[src/rtl/wa_pkg.sv]
package wa_pkg;
  typedef enum logic [2:0] {
    S_IDLE,
    S_RDREQ,
    S_FILL,
    S_INSTALL,
    S_WRITE
  } seq_state_t;

  localparam logic [1:0] LINE_MODIFIED = 2'b11;
endpackage

[src/rtl/wa_byte_merge.sv]
module wa_byte_merge #(
  parameter int DW = 64
) (
  input  logic            sel,
  input  logic [DW/8-1:0] be,
  input  logic [DW-1:0]   st_word,
  input  logic [DW-1:0]   rd_word,
  output logic [DW-1:0]   out_word
);
  localparam int BEW = DW / 8;

  for (genvar i = 0; i < BEW; i++) begin : g_byte
    assign out_word[i*8 +: 8] = (sel && be[i]) ? st_word[i*8 +: 8] : rd_word[i*8 +: 8];
  end
endmodule

[src/rtl/wa_line_buf.sv]
module wa_line_buf #(
  parameter int DW    = 64,
  parameter int BEATS = 4,
  parameter int CW    = 2
) (
  input  logic                clk,
  input  logic                we,
  input  logic [CW-1:0]       idx,
  input  logic [DW-1:0]       wdata,
  output logic [DW*BEATS-1:0] line
);
  logic [DW-1:0] mem [BEATS];

  always_ff @(posedge clk) begin
    if (we) mem[idx] <= wdata;
  end

  for (genvar k = 0; k < BEATS; k++) begin : g_rd
    assign line[k*DW +: DW] = mem[k];
  end
endmodule

[src/rtl/wa_seq_ctrl.sv]
module wa_seq_ctrl
  import wa_pkg::*;
#(
  parameter int BEATS = 4,
  parameter int CW    = 2
) (
  input  logic          clk,
  input  logic          rst,
  input  logic          st_valid,
  input  logic          st_cacheable,
  input  logic          st_alloc_ok,
  input  logic          st_hit,
  input  logic          br_ack,
  input  logic          br_beat_valid,
  input  logic          wr_ack,
  output logic          st_ready,
  output logic          cap_en,
  output logic          br_req,
  output logic          wr_req,
  output logic          fill_valid,
  output logic          beat_we,
  output logic [CW-1:0] beat_idx
);
  localparam logic [CW-1:0] LAST = CW'(BEATS - 1);

  seq_state_t    state;
  logic [CW-1:0] cnt;

  assign st_ready   = (state == S_IDLE);
  assign cap_en     = st_valid && st_ready;
  assign br_req     = (state == S_RDREQ);
  assign wr_req     = (state == S_WRITE);
  assign fill_valid = (state == S_INSTALL);
  assign beat_we    = (state == S_FILL) && br_beat_valid;
  assign beat_idx   = cnt;

  always_ff @(posedge clk) begin
    if (rst) begin
      state <= S_IDLE;
      cnt   <= '0;
    end else begin
      unique case (state)
        S_IDLE: if (st_valid) begin
          if (st_hit)                           state <= S_IDLE;
          else if (st_cacheable && st_alloc_ok) state <= S_RDREQ;
          else                                  state <= S_WRITE;
        end
        S_RDREQ: if (br_ack) begin
          state <= S_FILL;
          cnt   <= '0;
        end
        S_FILL: if (br_beat_valid) begin
          cnt <= cnt + 1'b1;
          if (cnt == LAST) state <= S_INSTALL;
        end
        S_INSTALL: state <= S_IDLE;
        S_WRITE:   if (wr_ack) state <= S_IDLE;
        default:   state <= S_IDLE;
      endcase
    end
  end


  alloc_read_chk: assert property (@(posedge clk) disable iff (rst)
    (cap_en && !st_hit && st_cacheable && st_alloc_ok) |=> (br_req && !wr_req));

  plain_write_chk: assert property (@(posedge clk) disable iff (rst)
    (cap_en && !st_hit && !(st_cacheable && st_alloc_ok)) |=> (wr_req && !br_req));

  hit_bypass_chk: assert property (@(posedge clk) disable iff (rst)
    (cap_en && st_hit) |=> (st_ready && !br_req && !wr_req && !fill_valid));

  rdreq_hold_chk: assert property (@(posedge clk) disable iff (rst)
    (br_req && !br_ack) |=> br_req);

  wrreq_hold_chk: assert property (@(posedge clk) disable iff (rst)
    (wr_req && !wr_ack) |=> wr_req);

  fill_pulse_chk: assert property (@(posedge clk) disable iff (rst)
    fill_valid |=> (!fill_valid && st_ready));

  install_after_beat_chk: assert property (@(posedge clk) disable iff (rst)
    $rose(fill_valid) |-> $past(br_beat_valid));
endmodule

[src/rtl/wa_fill_seq.sv]
module wa_fill_seq
  import wa_pkg::*;
#(
  parameter int AW         = 32,
  parameter int DW         = 64,
  parameter int LINE_BYTES = 32,
  parameter int IDXW       = 7
) (
  input  logic                     clk,
  input  logic                     rst,
  input  logic                     st_valid,
  output logic                     st_ready,
  input  logic [AW-1:0]            st_addr,
  input  logic [DW-1:0]            st_data,
  input  logic [DW/8-1:0]          st_be,
  input  logic                     st_cacheable,
  input  logic                     st_alloc_ok,
  input  logic                     st_hit,
  output logic                     br_req,
  output logic [AW-1:0]            br_addr,
  input  logic                     br_ack,
  input  logic                     br_beat_valid,
  input  logic [DW-1:0]            br_beat_data,
  output logic                     wr_req,
  output logic [AW-1:0]            wr_addr,
  output logic [DW-1:0]            wr_data,
  output logic [DW/8-1:0]          wr_be,
  input  logic                     wr_ack,
  output logic                     fill_valid,
  output logic [IDXW-1:0]          fill_index,
  output logic [AW-IDXW-$clog2(LINE_BYTES)-1:0] fill_tag,
  output logic [LINE_BYTES*8-1:0]  fill_data,
  output logic [1:0]               fill_state
);
  localparam int BEW   = DW / 8;
  localparam int BEATS = LINE_BYTES * 8 / DW;
  localparam int OFFW  = $clog2(LINE_BYTES);
  localparam int WOFF  = $clog2(BEW);
  localparam int CW    = (BEATS > 1) ? $clog2(BEATS) : 1;

  logic [AW-1:0]  a_q;
  logic [DW-1:0]  d_q;
  logic [BEW-1:0] be_q;
  logic           cap_en, beat_we;
  logic [CW-1:0]  beat_idx;
  logic [DW-1:0]  merged;

  always_ff @(posedge clk) begin
    if (rst) begin
      a_q  <= '0;
      d_q  <= '0;
      be_q <= '0;
    end else if (cap_en) begin
      a_q  <= st_addr;
      d_q  <= st_data;
      be_q <= st_be;
    end
  end

  wa_seq_ctrl #(.BEATS(BEATS), .CW(CW)) ctrl_i (
    .clk(clk), .rst(rst), .st_valid(st_valid), .st_cacheable(st_cacheable),
    .st_alloc_ok(st_alloc_ok), .st_hit(st_hit), .br_ack(br_ack),
    .br_beat_valid(br_beat_valid), .wr_ack(wr_ack), .st_ready(st_ready),
    .cap_en(cap_en), .br_req(br_req), .wr_req(wr_req), .fill_valid(fill_valid),
    .beat_we(beat_we), .beat_idx(beat_idx)
  );

  wa_byte_merge #(.DW(DW)) merge_i (
    .sel(beat_idx == CW'(a_q[OFFW-1:WOFF])), .be(be_q), .st_word(d_q),
    .rd_word(br_beat_data), .out_word(merged)
  );

  wa_line_buf #(.DW(DW), .BEATS(BEATS), .CW(CW)) buf_i (
    .clk(clk), .we(beat_we), .idx(beat_idx), .wdata(merged), .line(fill_data)
  );

  assign br_addr    = {a_q[AW-1:OFFW], {OFFW{1'b0}}};
  assign wr_addr    = a_q;
  assign wr_data    = d_q;
  assign wr_be      = be_q;
  assign fill_index = a_q[OFFW+IDXW-1:OFFW];
  assign fill_tag   = a_q[AW-1:OFFW+IDXW];
  assign fill_state = LINE_MODIFIED;


  busy_ready_chk: assert property (@(posedge clk) disable iff (rst)
    (br_req || wr_req || beat_we) |-> !st_ready);

  rdaddr_stable_chk: assert property (@(posedge clk) disable iff (rst)
    (br_req && !br_ack) |=> $stable(br_addr));
endmodule

[config.mk]
export PLATFORM = sky130hd
export DESIGN_NAME = wa_fill_seq
export DESIGN_NICKNAME = d
export VERILOG_FILES = /design/src/rtl/wa_pkg.sv /design/src/rtl/wa_byte_merge.sv /design/src/rtl/wa_line_buf.sv /design/src/rtl/wa_seq_ctrl.sv /design/src/rtl/wa_fill_seq.sv
export SDC_FILE = /design/constraint.sdc
export NUM_CORES = 1
export LEC_CHECK = 0
export BUFFER_PORTS_ARGS = -buffer_cell sky130_fd_sc_hd__buf_2
export CAP_MARGIN = 20
export CORE_AREA = 5 5 229 231
export DETAILED_ROUTE_END_ITERATION = 10
export DIE_AREA = 0 0 234 236
export MAX_ROUTING_LAYER = met4
export PLACE_DENSITY = 0.51
export SLEW_MARGIN = 20
export SYNTH_ARGS = -nofsm -noshare
export SYNTH_HDL_FRONTEND = slang
export SYNTH_SLANG_ARGS = --single-unit
[constraint.sdc]
create_clock -name clk -period 4 [get_ports clk]
set_input_delay 0.4 -clock clk [delete_from_list [all_inputs] [get_ports clk]]
set_output_delay 0.4 -clock clk [all_outputs]
set_load 0.1 [all_outputs]
==> flow_summary.toml <==
[sta]
holdWs_ns = 0.09894
period_share = 0.6548
worst_slack_ns = 1.381
tightest_slew_ns = 0.8876
slew_headroom = 0.4053
rsz0062_at_grt = "false"
finalClockSkew_ns = 0.009305
fin_tns_setup_ns = 0
period_needed_ns = 2.619
setup_viol = 0
clock.fmax_mhz = 381.8
hold_viol_final = 0
maxSlewViolCount = 0

[place]
post-place-ws_ns = 1.340
io_buffers = 594
place.gp.congestion = 0.8250
detailed_place_hpwl_um = 33120

[grt]
grt_overflow = 0
antenna_found_initial = 4
track_usage = 0.1602
grt_max_degree = 106
grt_pass1_vias = 9343
grt_pass1_wl_um = 64110

[worst_setup_path]
crit_path_max_incr_delay_ns = 0.66
crit_chain = "nor3b_1 > and3_4 > buf_12"
crit_path_end_kind = "flip-flop"
arrival_ns = 2.83
critPathLaunchType = "flip-flop"
crit_required_ns = 4.21
critPathKind = "flip-flop to flip-flop"
crit_slowest_cell = "and3_4"
critPathMaxFanout = 34

[clock_network]
cts_tree = "yes"
clk_transition_reported_paths_ns = 0.06
clock_latency_ns = 0.54
cts_buffer_depth = 3
cts_sinks = 365
numCtsBuffers = 40
htreeDepth = 2
post-cts-setup-buffer-count = 0
cts_root_buffer = "clkbuf_16"
cts_resized = 0
hold_buffers = 0

[synthesis]
yosys_warnings = 0
synth-compound-area-share = 0.04352
synth_top_family_by_area = "simple AND/OR/NAND/NOR gates"
muxShareOfSynthArea = 0.05812
synthAdderAreaFrac = 0.003868
synthesis.instances = 892
ys_types = 28
synth-seq-cells = 365
synth_area_per_cell_um2 = 14.50
yosys.area_share.simple = 0.07959
ys_seq_area_frac = 0.7629
synth_xor_xnor_area_share = 0.002515
netlist_area_um2 = 12940

[pwr]
p_leak_nw = 7.264
p_int_mw = 6.539
comb_power_share = 0.172
p_clk_frac = 0.378
swShare = 0.3060
p_sw_mw = 2.884
finalPower_mw = 9.423
ir_drop_v = 0.0002997
p_per_area_nw_per_um2 = 536.8
sequentialPowerShare = 0.451

[detailed_routing]
vias = 9104
wl_per_cell_um = 21.23
vias_per_cell = 4.238
drc = 0
dr.pass1.iters = 4
ant_nets = 0
met1_length_um = 17990
drt_iter0_markers = 417
dr_wl_met2_um = 23510
highest_layer = "met4"
dr_wl_met3_um = 3208
wl_um = 45600

[min_path]
holdCritPathClass = "input pin to flip-flop"

[final_layout]
final_nets = 1624
regArea_um2 = 9869
fillCellCount = 4983
final_util = 0.3521
area_growth_pct = 35.69
multiInputGateArea_um2 = 2477
drive_gt1_frac = 0.4976

[floorplanning]
io_pins = 602
die_y_um = 236
core_um2 = 49860
dieArea_um2 = 55220
die_x_um = 234
num_rows = 82
start_util = 0.2595

[run_status]
status = "complete, no violations"

[flow_run]
maxCapViolCount = 0
final cells by class:
class                   count  share of cell area
clock inverters            14            0.008125
inverters                   3           0.0006415
flip-flops and latches    365              0.5622
diodes                      3           0.0004277
repair buffers            603              0.1769
clock buffers              58             0.06265
well taps                 672             0.04790
multi-input cells         430              0.1411
state kept, by name (all words and copies together) (netlist names):
register and flops:
ctrl_i.state 3, wr_data 64, ctrl_i.beat_idx 2, wr_be 8, wr_addr 32, buf_i.mem 256
worst paths after layout:
kind / slack [ns] / end / startpoint / cells past startpoint
max: 1.38 / buf_i.mem[2][61] / ctrl_i.state[1] / 3
min: 0.1 / wr_data[5] / st_data[5] / 3
max reg2reg: 1.38 / buf_i.mem[2][61] / ctrl_i.state[1] / 3
min reg2reg: 0.46 / wr_addr[1] / wr_addr[1] / 2
logic make-up after synthesis:
family,Yosys count
flops,365
simple gates,239
compound gates,111
buf+inv,102
mux,67
fa+ha+maj,4
other cells,2
xor+xnor,2
cells in the mapped netlist (all sizes together):
cell,number,area (um^2)
nand3,8,80.08
nor4,1,6.260
nand2b,3,18.77
conb,2,7.510
o21ai,2,10.01
clkbuf,23,86.33
or4b,1,10.01
inv,3,11.26
a22oi,1,7.510
nand3b,3,22.52
dfxtp,109,2182
edfxtp,256,7687
a21oi,106,530.5
nor4b,1,23.77
nor2,2,7.510
mux2,65,732.0
and3,4,25.02
mux2i,2,20.02
and2,1,6.260
and3b,2,17.52
nor3b,3,22.52
ha,4,50.05
xnor2,2,32.53
nor3,1,5.000
a211oi,2,15.01
nand2,209,784.5
buf,76,535.5
stage by stage:
step	instance area, um^2	cells
2_1_floorplan	12960	897
3_3_place_gp	16300	2073
3_5_place_dp	16300	2073
4_1_cts	17550	2145
5_1_grt	17550	2148
6_report	17550	2148
critical path: cells and delay by family, from the launching register on:
family                 cells  cell delay, ns
flip-flops                 1            0.57
buffers and inverters      1            0.30
AND/OR/NAND/NOR            2            1.29
power groups by stage:
stage,registers (mW),clock network [mW],logic [mW]
floorplan,4.92,0,0.722
global placement,4.33,0,1.62
detailed placement,4.33,0,1.63
CTS,4.25,3.66,1.63
global route,4.26,3.81,1.68
finish,4.25,3.56,1.62
cells in the final DEF (no fill, tap or decap), types with 4 or more instances in the layout:
cell type / n
clkbuf_16: 41
buf_4: 5
conb_1: 7
a21oi_1: 106
clkinv_1: 7
ha_1: 4
mux2_2: 65
nand2_1: 209
and3_4: 4
buf_2: 593
nand3_2: 8
buf_12: 5
edfxtp_1: 256
dfxtp_1: 109
clkbuf_1: 16
metal layers:
metal,vias to the layer above,global-route usage
met1,4491,0.1879
met5,-,-
met3,62,0.03909
met2,357,0.2766
li1,4194,-
met4,0,0.03951
Note: power is estimated with default switching activity, not from simulation.
